===== src/rtl/tcg_pkg.sv =====
package tcg_pkg;
  typedef enum logic [1:0] {
    CAT_SUST  = 2'd0,
    CAT_AVAIL = 2'd1,
    CAT_UNSP  = 2'd2,
    CAT_UNSP2 = 2'd3
  } cat_e;

  function automatic logic is_unsp(input logic [1:0] c);
    return (c == CAT_UNSP) || (c == CAT_UNSP2);
  endfunction
endpackage


===== src/rtl/tcg_credit_calc.sv =====
module tcg_credit_calc #(
  parameter int SCRW       = 24,
  parameter int CRW        = 20,
  parameter int PART_BYTES = 576,
  parameter int AVAIL_CRED = 128,
  parameter int UNSP_CRED  = 40
) (
  input  logic [1:0]      cat_i,
  input  logic [SCRW-1:0] scr_i,
  input  logic            ovr_i,
  input  logic [CRW-1:0]  ovr_credit_i,
  output logic [CRW-1:0]  credit_o
);
  import tcg_pkg::*;

  localparam int PRW     = SCRW + 8;
  localparam int DIVISOR = PART_BYTES * 5;
  localparam logic [PRW-1:0] CR_MAX = PRW'((64'd1 << CRW) - 64'd1);

  logic [PRW-1:0] prod;
  logic [PRW-1:0] quo;
  logic [CRW-1:0] sust_cred;

  always_comb begin
    prod = PRW'(scr_i) * PRW'(48);
    quo  = prod / PRW'(DIVISOR);
    if (quo == '0)
      sust_cred = CRW'(1);
    else if (quo > CR_MAX)
      sust_cred = CR_MAX[CRW-1:0];
    else
      sust_cred = quo[CRW-1:0];
  end

  always_comb begin
    if (ovr_i)
      credit_o = ovr_credit_i;
    else if (cat_i == CAT_SUST)
      credit_o = sust_cred;
    else if (cat_i == CAT_AVAIL)
      credit_o = CRW'(AVAIL_CRED);
    else
      credit_o = CRW'(UNSP_CRED);
  end
endmodule


===== src/rtl/tcg_pool.sv =====
module tcg_pool #(
  parameter int CNTW  = 13,
  parameter int LIMIT = 6000
) (
  input  logic            clk,
  input  logic            rst_n,
  input  logic            inc_i,
  input  logic            dec_i,
  output logic [CNTW-1:0] count_o
);
  logic [CNTW-1:0] count_q;
  logic [CNTW-1:0] count_d;

  always_comb begin
    count_d = count_q;
    if (inc_i && !dec_i)
      count_d = count_q + CNTW'(1);
    else if (dec_i && !inc_i)
      count_d = count_q - CNTW'(1);
  end

  always_ff @(posedge clk or negedge rst_n) begin
    if (!rst_n)
      count_q <= '0;
    else if (inc_i != dec_i)
      count_q <= count_d;
  end

  assign count_o = count_q;

  AST_POOL_LIMIT: assert property (@(posedge clk) disable iff (!rst_n)
    count_q <= CNTW'(LIMIT));
  AST_POOL_NO_WRAP: assert property (@(posedge clk) disable iff (!rst_n)
    (dec_i && !inc_i) |-> (count_q != '0));
endmodule


===== src/rtl/tcg_vc_table.sv =====
module tcg_vc_table #(
  parameter int NUM_VC    = 8,
  parameter int VCW       = 3,
  parameter int CNTW      = 13,
  parameter int CRW       = 20,
  parameter int RST_CRED  = 40
) (
  input  logic            clk,
  input  logic            rst_n,
  input  logic            cfg_we,
  input  logic [VCW-1:0]  cfg_vc,
  input  logic [1:0]      cfg_cat,
  input  logic [CRW-1:0]  cfg_credit,
  input  logic            inc_en,
  input  logic [VCW-1:0]  inc_vc,
  input  logic            dec_en,
  input  logic [VCW-1:0]  dec_vc,
  input  logic [VCW-1:0]  rd_vc,
  output logic [1:0]      rd_cat,
  output logic [CRW-1:0]  rd_credit,
  output logic [CNTW-1:0] rd_used,
  input  logic [VCW-1:0]  rl_vc,
  output logic [CNTW-1:0] rl_used,
  input  logic [VCW-1:0]  qry_vc,
  output logic [CRW-1:0]  qry_credit,
  output logic [CNTW-1:0] qry_used
);
  import tcg_pkg::*;

  logic [NUM_VC-1:0][1:0]      cat_q,  cat_d;
  logic [NUM_VC-1:0][CRW-1:0]  cred_q, cred_d;
  logic [NUM_VC-1:0][CNTW-1:0] used_q, used_d;
  logic [NUM_VC-1:0]           cfg_hit, inc_hit, dec_hit;

  always_comb begin
    for (int i = 0; i < NUM_VC; i++) begin
      cfg_hit[i] = cfg_we && (cfg_vc == VCW'(i));
      inc_hit[i] = inc_en && (inc_vc == VCW'(i));
      dec_hit[i] = dec_en && (dec_vc == VCW'(i));
      cat_d[i]   = cfg_hit[i] ? cfg_cat    : cat_q[i];
      cred_d[i]  = cfg_hit[i] ? cfg_credit : cred_q[i];
      used_d[i]  = used_q[i];
      if (inc_hit[i] && !dec_hit[i])
        used_d[i] = used_q[i] + CNTW'(1);
      else if (dec_hit[i] && !inc_hit[i])
        used_d[i] = used_q[i] - CNTW'(1);
    end
  end

  always_ff @(posedge clk or negedge rst_n) begin
    if (!rst_n) begin
      for (int i = 0; i < NUM_VC; i++) begin
        cat_q[i]  <= CAT_UNSP;
        cred_q[i] <= CRW'(RST_CRED);
        used_q[i] <= '0;
      end
    end else begin
      for (int i = 0; i < NUM_VC; i++) begin
        if (cfg_hit[i]) begin
          cat_q[i]  <= cat_d[i];
          cred_q[i] <= cred_d[i];
        end
        if (inc_hit[i] != dec_hit[i])
          used_q[i] <= used_d[i];
      end
    end
  end

  assign rd_cat     = cat_q[rd_vc];
  assign rd_credit  = cred_q[rd_vc];
  assign rd_used    = used_q[rd_vc];
  assign rl_used    = used_q[rl_vc];
  assign qry_credit = cred_q[qry_vc];
  assign qry_used   = used_q[qry_vc];

  AST_USED_NO_WRAP: assert property (@(posedge clk) disable iff (!rst_n)
    (dec_en && !(inc_en && inc_vc == dec_vc)) |-> (used_q[dec_vc] != '0));
endmodule


===== src/rtl/tcg_credit_gate.sv =====
module tcg_credit_gate #(
  parameter int NUM_VC     = 8,
  parameter int VCW        = 3,
  parameter int SCRW       = 24,
  parameter int CRW        = 20,
  parameter int TOTAL_PART = 6144,
  parameter int RSVD_PART  = 144,
  parameter int PART_BYTES = 576,
  parameter int AVAIL_CRED = 128,
  parameter int UNSP_CRED  = 40,
  parameter int THR_PCT    = 75,
  parameter int CNTW       = 13,
  parameter int SYSW       = 8
) (
  input  logic            clk,
  input  logic            rst_n,
  input  logic            cfg_we,
  input  logic [VCW-1:0]  cfg_vc,
  input  logic [1:0]      cfg_cat,
  input  logic [SCRW-1:0] cfg_scr,
  input  logic            cfg_ovr,
  input  logic [CRW-1:0]  cfg_credit,
  input  logic            thr_we,
  input  logic [CNTW-1:0] thr_val,
  input  logic            req_valid,
  input  logic            req_sys,
  input  logic [VCW-1:0]  req_vc,
  output logic            grant,
  input  logic            rel_valid,
  input  logic            rel_sys,
  input  logic [VCW-1:0]  rel_vc,
  input  logic [VCW-1:0]  qry_vc,
  output logic [CRW-1:0]  qry_credit,
  output logic [CNTW-1:0] qry_used,
  output logic [CNTW-1:0] data_total,
  output logic [SYSW-1:0] sys_total,
  output logic            ubr_enforce
);
  import tcg_pkg::*;

  localparam int DATA_CAP = TOTAL_PART - RSVD_PART;
  localparam int DEF_THR  = (DATA_CAP * THR_PCT) / 100;

  logic [CRW-1:0]  new_credit;
  logic [1:0]      rd_cat;
  logic [CRW-1:0]  rd_credit;
  logic [CNTW-1:0] rd_used;
  logic [CNTW-1:0] rl_used;
  logic [CNTW-1:0] thr_q, thr_d, thr_eff;
  logic            rel_data_ok, rel_sys_ok, rel_same_vc;
  logic [CNTW-1:0] tot_eff, vc_eff;
  logic [SYSW-1:0] sys_eff;
  logic            pool_ok, cred_ok, cap_on;
  logic            grant_data, grant_sys;

  tcg_credit_calc #(
    .SCRW(SCRW), .CRW(CRW), .PART_BYTES(PART_BYTES),
    .AVAIL_CRED(AVAIL_CRED), .UNSP_CRED(UNSP_CRED)
  ) calc_i (
    .cat_i(cfg_cat), .scr_i(cfg_scr), .ovr_i(cfg_ovr),
    .ovr_credit_i(cfg_credit), .credit_o(new_credit)
  );

  tcg_vc_table #(
    .NUM_VC(NUM_VC), .VCW(VCW), .CNTW(CNTW), .CRW(CRW), .RST_CRED(UNSP_CRED)
  ) table_i (
    .clk(clk), .rst_n(rst_n),
    .cfg_we(cfg_we), .cfg_vc(cfg_vc), .cfg_cat(cfg_cat), .cfg_credit(new_credit),
    .inc_en(grant_data), .inc_vc(req_vc),
    .dec_en(rel_data_ok), .dec_vc(rel_vc),
    .rd_vc(req_vc), .rd_cat(rd_cat), .rd_credit(rd_credit), .rd_used(rd_used),
    .rl_vc(rel_vc), .rl_used(rl_used),
    .qry_vc(qry_vc), .qry_credit(qry_credit), .qry_used(qry_used)
  );

  tcg_pool #(.CNTW(CNTW), .LIMIT(DATA_CAP)) data_pool_i (
    .clk(clk), .rst_n(rst_n), .inc_i(grant_data), .dec_i(rel_data_ok),
    .count_o(data_total)
  );

  tcg_pool #(.CNTW(SYSW), .LIMIT(RSVD_PART)) sys_pool_i (
    .clk(clk), .rst_n(rst_n), .inc_i(grant_sys), .dec_i(rel_sys_ok),
    .count_o(sys_total)
  );

  // threshold register
  always_comb begin
    thr_d = thr_we ? thr_val : thr_q;
  end

  always_ff @(posedge clk or negedge rst_n) begin
    if (!rst_n)
      thr_q <= '0;
    else if (thr_we)
      thr_q <= thr_d;
  end

  // release-aware view of the counters
  always_comb begin
    rel_data_ok = rel_valid && !rel_sys && (rl_used != '0);
    rel_sys_ok  = rel_valid &&  rel_sys && (sys_total != '0);
    rel_same_vc = rel_data_ok && (rel_vc == req_vc);
    tot_eff     = data_total - CNTW'(rel_data_ok);
    sys_eff     = sys_total - SYSW'(rel_sys_ok);
    vc_eff      = rd_used - CNTW'(rel_same_vc);
    thr_eff     = (thr_q == '0) ? CNTW'(DEF_THR) : thr_q;
    ubr_enforce = tot_eff > thr_eff;
  end

  // admission decision
  always_comb begin
    pool_ok    = tot_eff < CNTW'(DATA_CAP);
    cred_ok    = {{(CRW > CNTW ? CRW - CNTW : 0){1'b0}}, vc_eff} < rd_credit;
    cap_on     = !is_unsp(rd_cat) || ubr_enforce;
    grant_data = req_valid && !req_sys && pool_ok && (!cap_on || cred_ok);
    grant_sys  = req_valid &&  req_sys && (sys_eff < SYSW'(RSVD_PART));
    grant      = grant_data || grant_sys;
  end

  AST_SUST_MIN_CREDIT: assert property (@(posedge clk) disable iff (!rst_n)
    (cfg_we && cfg_cat == CAT_SUST && !cfg_ovr) |-> (new_credit != '0));
  AST_CAP_HELD: assert property (@(posedge clk) disable iff (!rst_n)
    (req_valid && !req_sys && !is_unsp(rd_cat) && !rel_same_vc &&
     {{(CRW > CNTW ? CRW - CNTW : 0){1'b0}}, rd_used} >= rd_credit) |-> !grant);
  AST_SYS_KEEPS_DATA: assert property (@(posedge clk) disable iff (!rst_n)
    (req_valid && req_sys && !(rel_valid && !rel_sys)) |=> $stable(data_total));
  AST_DATA_STEP: assert property (@(posedge clk) disable iff (!rst_n)
    (grant && !req_sys && !(rel_valid && !rel_sys)) |=> (data_total == $past(data_total) + CNTW'(1)));
  AST_FULL_POOL_DENY: assert property (@(posedge clk) disable iff (!rst_n)
    (req_valid && !req_sys && !rel_valid && data_total >= CNTW'(DATA_CAP)) |-> !grant);
endmodule


===== config.mk =====
export PLATFORM = sky130hd
export DESIGN_NAME = tcg_credit_gate
export DESIGN_NICKNAME = d
export VERILOG_FILES = /design/src/rtl/tcg_pkg.sv /design/src/rtl/tcg_credit_calc.sv /design/src/rtl/tcg_pool.sv /design/src/rtl/tcg_vc_table.sv /design/src/rtl/tcg_credit_gate.sv
export SDC_FILE = /design/constraint.sdc
export NUM_CORES = 1
export LEC_CHECK = 0
export BUFFER_PORTS_ARGS = -buffer_cell sky130_fd_sc_hd__buf_4
export CAP_MARGIN = 0
export CORE_MARGIN = 10
export CORE_UTILIZATION = 40
export DETAILED_ROUTE_END_ITERATION = 8
export GPL_TIMING_DRIVEN = 0
export HOLD_SLACK_MARGIN = 0.03
export MAX_ROUTING_LAYER = met4
export PLACE_DENSITY = 0.58
export RECOVER_POWER = 50
export SKIP_LAST_GASP = 1
export SYNTH_ARGS = -nofsm -noshare
export SYNTH_HDL_FRONTEND = slang
export SYNTH_SLANG_ARGS = --single-unit

===== constraint.sdc =====
create_clock -name clk -period 17.4 [get_ports clk]
set_input_delay 2.61 -clock clk [delete_from_list [all_inputs] [get_ports clk]]
set_output_delay 2.61 -clock clk [all_outputs]
set_load 0.005 [all_outputs]

== Word-level counts from Yosys, hierarchy flattened ==
Index checks and enable logic that the tools add are counted.

* Register bits: 314
* Input bits: 80
* Output and inout port bits: 56

* Add/sub/neg operators: 23
* Multiply operators: 1
* Divide/modulo/power cells: 1
* Magnitude comparators: 8
* Equal/unequal tests: 35
* Mux-type cells: 38
* Reduce and logical (&&, ||, !) cells: 110

{| class="wikitable"
|+ Operators with widths
! cell !! number
|-
| $mux 13 || 22
|-
| $bmux 20 s3 || 2
|-
| $mux 20 || 6
|-
| $add 13x1->13 const B || 9
|-
| $bmux 13 s3 || 3
|-
| $sub 13x1->13 const B || 9
|-
| $logic_and 1x1->1 || 54
|-
| $eq 3x3->1 const B || 12
|-
| $div 30x12->32 const B || 1
|-
| $gt 32x20->1 const B || 1
|-
| $logic_not 32->1 || 1
|-
| $mul 24x2->26 const B || 1
|-
| $sub 13x1->13 || 2
|-
| $logic_not 1->1 || 24
|-
| $mux 8 || 3
|-
| $lt 13x20->1 || 1
|-
| $reduce_and 2->1 || 10
|-
| $reduce_bool 2->1 || 10
|-
| $eq 3x2->1 const B || 6
|-
| $gt 13x13->1 || 1
|-
| $logic_not 13->1 || 1
|-
| $lt 13x13->1 const B || 1
|-
| $reduce_bool 13->1 || 1
|-
| $lt 3x4->1 const B || 3
|-
| 15 further kinds || 32
|}

== Logic depth before layout (Yosys ltp) ==
Gate-level depths: netlist of run 1.

* Word-level depth: 15
* Depth in mapped cells: 71
* Gate-level depth less buffers: 58

== Hierarchy ==
Synthesis of run 1 repeated with hierarchy kept, for this count alone.

* Cell total of the unflattened synthesis: 3080
* Area total of the unflattened synthesis: 30415.4 µm²

{| class="wikitable"
|+ Modules (own cells, without submodules)
! module !! times used !! cells each !! area each (µm²) !! sequential area each (µm²)
|-
| tcg_vc_table || 1 || 1568 || 19338.5 || 7036.7
|-
| tcg_credit_calc || 1 || 1089 || 7498.4 || 0.0
|-
| tcg_credit_gate || 1 || 234 || 1836.8 || 325.3
|-
| tcg_pool at data_pool_i || 1 || 124 || 1119.8 || 325.3
|-
| tcg_pool at sys_pool_i || 1 || 65 || 621.8 || 200.2
|}

== Least setup slack after synthesis of run 1 ==
OpenSTA, ideal clock, no wires.

* Kind: input-to-reg
* Start point: in cfg_scr[0]
* End point: reg table_i.cred_q[140] (netlist bit)
* Setup time: 0.088 ns
* Data arrival time: 16.646 ns
* Required time: 17.312 ns
* Path slack: 0.666 ns
* Stages on the path: 63
* Path buffers: 5
* Cells stage by stage: ha_1 -> inv_1 -> fa_1 -> nand2b_1 -> a21oi_1 -> o21ai_1 -> a2111oi_4 -> o21a_1 -> and2_1 -> buf_2 -> o21ai_0 -> a221o_1 -> a21oi_2 -> o21ai_2 -> or4_4 -> a22o_4 -> a211oi_4 -> xor2_2 -> [... 27 more ...] -> nor4_2 -> nor2_1 -> mux2i_1 -> o22ai_1 -> or2_1 -> clkbuf_1 -> or4_4 -> a31oi_4 -> o31ai_1 -> and3_1 -> buf_4 -> o211a_2 -> nor3_4 -> a21oi_2 -> or3_1 -> nand4_1 -> nand3_2 -> a41oi_1

* Cells in the longest elaborated chain, start to end: 7
* Elaborated cells on any way between the ends: 8

{| class="wikitable"
|+ RTL lines
! item !! RTL line !! text
|-
| start, declared || tcg_credit_gate.sv:20 || <nowiki>input logic [SCRW-1:0] cfg_scr,</nowiki>
|-
| $mul 24x2->26 * || tcg_credit_calc.sv:25 || <nowiki>prod = PRW'(scr_i) * PRW'(48);</nowiki>
|-
| $div 30x12->32 * || tcg_credit_calc.sv:26 || <nowiki>quo = prod / PRW'(DIVISOR);</nowiki>
|-
| $gt 32x20->1 || tcg_credit_calc.sv:29 || <nowiki>else if (quo > CR_MAX)</nowiki>
|-
| $mux 20 || tcg_credit_calc.sv:29 ||
|-
| $mux 20 * || tcg_credit_calc.sv:27 || <nowiki>if (quo == '0)</nowiki>
|-
| $mux 20 * || tcg_credit_calc.sv:38 || <nowiki>else if (cat_i == CAT_SUST)</nowiki>
|-
| $mux 20 * || tcg_credit_calc.sv:36 || <nowiki>if (ovr_i)</nowiki>
|-
| end signal, assigned by index || tcg_vc_table.sv:54 || <nowiki>cred_q[i] <= CRW'(RST_CRED);</nowiki>
|-
| end signal, assigned by index || tcg_vc_table.sv:61 || <nowiki>cred_q[i] <= cred_d[i];</nowiki>
|-
| end, declared || tcg_vc_table.sv:31 || <nowiki>logic [NUM_VC-1:0][CRW-1:0] cred_q, cred_d;</nowiki>
|}

Mark *: on every way between the ends. The rest lies on a longest branch, timed or not.
A chain may end at the register's enable or synchronous reset.

== Worst setup path after layout of run 1 ==
* Start point: in cfg_scr[17]
* End point: reg table_i.cred_q[40] (netlist bit)

The elaborated chain is that of the path after synthesis.

==> results.toml, run 1 <==
[grt]
grt.total_usage = 0.220
overflow = 0
grt_max_degree = 117
grt_pass1_vias = 24700
antenna_found_initial = 3
grt_pass1_wl_mm = 141

[synthesis]
yosys_register_bits = 306
syn_nets = 3372
synth_edf_count = 0
yosys_warnings = 0
synth-async-reset-ratio = 1.00
syn_area_um2 = 27800
ys_types = 127
syn_inst = 3112
avgSynthCellArea_um2 = 8.94
ys_seq_area_frac = 0.276
synthFlopType = "dfrtp_1"

[worst_setup_path]
criticalPathCategory = "in2reg"
crit_path_top_delay_cell = "or4_4"
cp_common_cell = "buf_4"
critPathRequiredTime_ns = 17.82
worstReg2RegStart = "table_i.used_q[13]$_DFFE_PN0P_"
end_kind = "flop"
rrSetupSlack_ns = 7.13
reg2reg_depth = 48
path_max_fanout = 9
r2r_end = "table_i.used_q[12]$_DFFE_PN0P_"
max_stage_delay_ns = 0.53
critPathArrivalTime_ns = 17.91
cp-start-kind = "input port"

[sta]
slew_headroom = -2.92
maxSlewViolCount = 311
period_needed_ns = 17.49
worst_clock_skew_ns = 0.0227
setup_viol_count_final = 8
fmax_mhz = 57.2
whs_ns = 0.465
hold_violations = 0
rsz0062_at_grt = "true"
finalCritPeriodShare = 1.01
worst_pin_slew_ns = 5.87
fin_ws_ns = -0.0877

[finish]
drive_gt1_frac = 0.241
finish.cell_count_without_fillers = 4369
syn_to_final_growth_pct = 21.0
final_common_cell = "nand2_1"
layout.nets = 3665
final_cell_mix = "379 x nand2_1, 318 x o21ai_0, 282 x dfrtp_1, 236 x buf_4, 179 x a21oi_1"
post-route-util = 0.489

[placement]
place_inst = 4173
io_buffer_count = 127
hpwl_mm = 68.1
place.gp.congestion = 0.943

[floorplan]
die-area_um2 = 80500
start_util = 0.404
coreArea_um2 = 68800
die_w_um = 284
fp-row-count = 96
fp.dieH_um = 284
num_io_pins = 136

[hold_path]
hp-start = "table_i.cat_q[1]$_DFFE_PN1P_"
min_path_type = "reg2reg"
worstHoldPathCells = 2
hold_end = "table_i.cat_q[1]$_DFFE_PN1P_"

[routing]
wl_per_cell_um = 20.8
ant_nets = 0
drt_first_iter_violations = 2197
drt-vias-per-instance = 5.94
vias = 26000
dr.pass1.iters = 6
drc = 0
wl_mm = 90.9

[clocking]
cts_sinks = 306
cts_made_buffers = 38
clockRootBuffer = "clkbuf_16"
path_clk_slew_ns = 0.06
clockBufferDepth = 3
cts_hold_buf = 0
clock_latency_ns = 0.57
cts_tree = "yes"
h-tree-depth = 2

[flow_run]
cap_violations = 3

[outcome]
outcome = "finished with violations"
violations = "capacitance limit, slew limit, setup timing"
layer usage:
metal | up-vias | share of wire | track usage
met5 | - | 0 | -
met4 | 0 | 0.027 | 0.0573
met3 | 163 | 0.060 | 0.0303
met2 | 873 | 0.48 | 0.362
met1 | 12700 | 0.43 | 0.281
li1 | 12200 | - | -
through the flow:
| step | instance area, µm² | setup WS (ns) | setup TNS [ns] |
|---|---|---|---|
| floorplan | 27800 | 0.666 | 0 |
| global placement | 29900 | -2.45 | -56.73 |
| detailed placement | 30000 | -2.39 | -54.70 |
| CTS | 32300 | 0.0116 | 0 |
| global route | 33700 | -0.680 | -12.23 |
| finish | 33700 | -0.0877 | -0.604 |
cell usage after synthesis (24+ instances only):
| cell type | n | area share |
|---|---|---|
| a21o_1 | 38 | 0.010 |
| a21oi_1 | 199 | 0.036 |
| clkbuf_1 | 109 | 0.015 |
| dfrtp_1 | 282 | 0.25 |
| dfstp_2 | 24 | 0.023 |
| ha_1 | 169 | 0.076 |
| inv_1 | 121 | 0.016 |
| mux2_2 | 61 | 0.025 |
| mux2i_1 | 48 | 0.017 |
| mux4_2 | 121 | 0.098 |
| nand2_1 | 394 | 0.053 |
| nand3_1 | 79 | 0.014 |
| nand4_1 | 35 | 0.0079 |
| nor2_1 | 172 | 0.023 |
| nor3_1 | 58 | 0.010 |
| nor4_1 | 53 | 0.012 |
| o211ai_1 | 25 | 0.0067 |
| o21ai_0 | 324 | 0.058 |
| o21bai_1 | 84 | 0.023 |
| xnor2_1 | 159 | 0.050 |
| xor2_1 | 48 | 0.015 |
registers in the layout, indices dropped and copies added (netlist names):
signal               flops
table_i.cred_q         160
table_i.used_q         104
data_pool_i.count_o     13
thr_q                   13
sys_pool_i.count_o       8
table_i.cat_q            8
critical path, delay by kind of cell:
kind                       cells  cell delay, ns
buffers and inverters         12            1.95
xor gates and xnor gates       1            0.22
muxes                          1            0.38
and+or+nand+nor               18            4.59
AOI/OAI and AO/OA             34            7.88
adders and majority gates      1            0.27
cell type report:
class	count	area (µm²)
antenna	4	10.0
sequential	306	7690
buffer	151	678
tap	931	1160
fill	6562	35200
clock inverter	16	189
multi-input combinational	2531	20400
clock buffer	53	1110
timing repair buffer	256	1940
inverter	121	454
timing repair:
item / 4_1_cts / 5_1_grt
endpoints found under the setup margin: 32 / 27
setup buffers: 49 / 77
gates cloned: 0 / 3
resized for setup: 109 / 178
pin swaps: 38 / 78
worst max path at each step:
stage | from | end | slack, ns
2_1_floorplan | cfg_scr[0] | table_i.cred_q[140]$_DFFE_PN0P_ | 0.67
3_3_place_gp | cfg_scr[1] | table_i.cred_q[60]$_DFFE_PN0P_ | -2.45
3_5_place_dp | cfg_scr[1] | table_i.cred_q[40]$_DFFE_PN0P_ | -2.39
4_1_cts | cfg_scr[1] | table_i.cred_q[40]$_DFFE_PN0P_ | 0.01
5_1_grt | cfg_scr[1] | table_i.cred_q[120]$_DFFE_PN0P_ | -0.68
6_report | cfg_scr[17] | table_i.cred_q[40]$_DFFE_PN0P_ | -0.09
cell families after synthesis:
kind of cell    count (synthesis)  share of synthesized area
mux                           233                      0.141
flops                         306                      0.276
fa+ha+maj                     184                     0.0854
simple gates                  945                      0.161
buf+inv                       277                     0.0394
xor+xnor                      211                     0.0675
compound gates                956                      0.229
Power of run 1 is left out: the tool's default activity adds up to more than one toggle a clock period on the data nets, which glitch-free logic cannot reach.
==> run 2: changes to the inputs <==
Settings changed: PLACE_DENSITY 0.58 to 0.6, SYNTH_HIERARCHICAL from default to 1.
Clock period 17.4 ns to 15.5 ns, I/O delays scaled along.
==> run 2 against run 1 <==
Effect of this change: the run still ends with capacitance limit, slew limit, setup timing left; critical path depth grew 2; core utilization increased by 2.0 points; synthesized cell count is 1.6% lower; setup slack worse by 1.1 ns; sequential share of layout area decreased by 2.6 points; clock skew barely moved; final cell count increased by 1.6%; critical endpoint is now table_i/cred_q[140]$_DFFE_PN0P_.
==> results.toml, run 2 <==
[placement]
io_buffer_count = 131
dp_slack_ns = -3.83
hpwl_mm = 70.8
place_inst = 4165
place.gp.congestion = 0.954

[clocking]
clockBufferDepth = 3
path_clk_slew_ns = 0.06
clock_latency_ns = 0.56
h-tree-depth = 2
clockRootBuffer = "clkbuf_16"
cts_made_buffers = 38
cts_sinks = 306
cts_tree = "yes"

[routing]
ant_nets = 0
maxUsedRoutingLayer = "met4"
drt-vias-per-instance = 6.14
drt_first_iter_violations = 2146
wl_per_cell_um = 22.1
drt-met1-wl_mm = 44.2
drc = 0
wl_mm = 97.9
met3_wirelength_mm = 6.21
wl_met2_mm = 44.1
dr.pass1.iters = 5
vias = 27300

[floorplan]
die-area_um2 = 86500
num_io_pins = 136
start_util = 0.404
fp-row-count = 100
coreArea_um2 = 74400
die_w_um = 294
fp.dieH_um = 294

[synthesis]
syn_nets = 3320
syn_inst = 3061
yosys_warnings = 6
syn_area_um2 = 30100
avgSynthCellArea_um2 = 9.82

[worst_setup_path]
crit_path_top_delay_cell = "a2111oi_1"
reg2reg_depth = 28
critPathRequiredTime_ns = 15.94
criticalPathCategory = "in2reg"
max_stage_delay_ns = 0.58
path_max_fanout = 10
cp-start-kind = "input port"
cp_common_cell = "buf_4"
critPathArrivalTime_ns = 17.16
end_kind = "flop"

[finish]
drive_gt1_frac = 0.336
final_cell_mix = "317 x buf_4, 282 x dfrtp_1, 240 x nand2_1, 160 x mux4_2, 158 x nor2_1"
syn_to_final_growth_pct = 26.1
largest_reg_flops = 160
n_fill_cell = 6621
final_common_cell = "buf_4"
layout.nets = 3693
reg_top3 = "table_i/cred_q x160, table_i/used_q x104"
finish.cell_count_without_fillers = 4439
regMostFlops = "table_i/cred_q"

[hold_path]
min_path_type = "reg2reg"
worstHoldPathCells = 1

[grt]
antenna_found_initial = 10
grt.total_usage = 0.222
grt_pass1_vias = 26200
grt_max_degree = 115
grt_pass1_wl_mm = 150
overflow = 0

[sta]
setup-tns-final_ns = -22.26
setup_viol_count_final = 24
fmax_mhz = 59.8
worst_pin_slew_ns = 6.40
fin_ws_ns = -1.22
period_needed_ns = 16.72
finalCritPeriodShare = 1.08
slew_headroom = -3.26
worst_clock_skew_ns = 0.0227
hold_violations = 0
rsz0062_at_grt = "true"
maxSlewViolCount = 247

[flow_run]
cap_violations = 3

[outcome]
violations = "capacitance limit, slew limit, setup timing"
outcome = "finished with violations"
run 2: area by class of cell:
class | count | area [µm²] | area share
Sequential cell | 306 | 7690 | 0.203
Inverter | 96 | 360 | 0.00951
Timing Repair Buffer | 345 | 2730 | 0.0721
Buffer | 118 | 586 | 0.0154
Antenna cell | 9 | 22.5 | 0.000594
Multi-Input combinational cell | 2529 | 24000 | 0.634
Clock inverter | 16 | 219 | 0.00578
Clock buffer | 51 | 1060 | 0.0280
Tap cell | 969 | 1210 | 0.0320
run 2: through the flow:
| stage | util | cell area, µm² | hold WS (ns) |
|---|---|---|---|
| final | 0.509 | 37900 | 0.505 |
| after global routing | 0.509 | 37900 | 0.526 |
| after CTS | 0.494 | 36800 | 0.505 |
| after detailed placement | 0.440 | 32800 | 0.493 |
| after global placement | 0.438 | 32600 | 0.479 |
| after floorplan | - | 30400 | 0.470 |
run 2: final timing paths:
| path | start | slack [ns] | to |
|---|---|---|---|
| hold / removal | table_i/cred_q[46]$_DFFE_PN0P_ | 0.50 | table_i/cred_q[46]$_DFFE_PN0P_ |
| setup / recovery | cfg_scr[5] | -1.22 | table_i/cred_q[140]$_DFFE_PN0P_ |
| hold reg to reg | table_i/cred_q[46]$_DFFE_PN0P_ | 0.50 | table_i/cred_q[46]$_DFFE_PN0P_ |
| min in group asynchronous | rst_n | 2.20 | thr_q[7]$_DFFE_PN0P_ |
| max in group asynchronous | rst_n | 2.75 | table_i/cred_q[98]$_DFFE_PN0P_ |
| setup reg to reg | table_i/used_q[42]$_DFFE_PN0P_ | 6.97 | table_i/used_q[103]$_DFFE_PN0P_ |
run 2: layer usage:
layer,vias up,global-route usage
met4,0,0.0719
li1,12600,-
met1,13600,0.302
met5,-,-
met3,179,0.0319
met2,882,0.337
run 2: critical path: cells and delay by family:
kind | cells | cell delay (ns)
compound gates | 30 | 6.90
simple gates | 17 | 3.87
buf+inv | 17 | 2.90
mux | 4 | 0.85
fa+ha+maj | 1 | 0.26
run 2: what timing repair did:
item,in CTS,in global routing
gates cloned,0,0
gates resized for setup,300,155
pin swaps,118,93
endpoints found under the setup margin,40,32
buffers inserted,158,53
hold buffers,0,0
Power of run 2 is left out for the same reason.
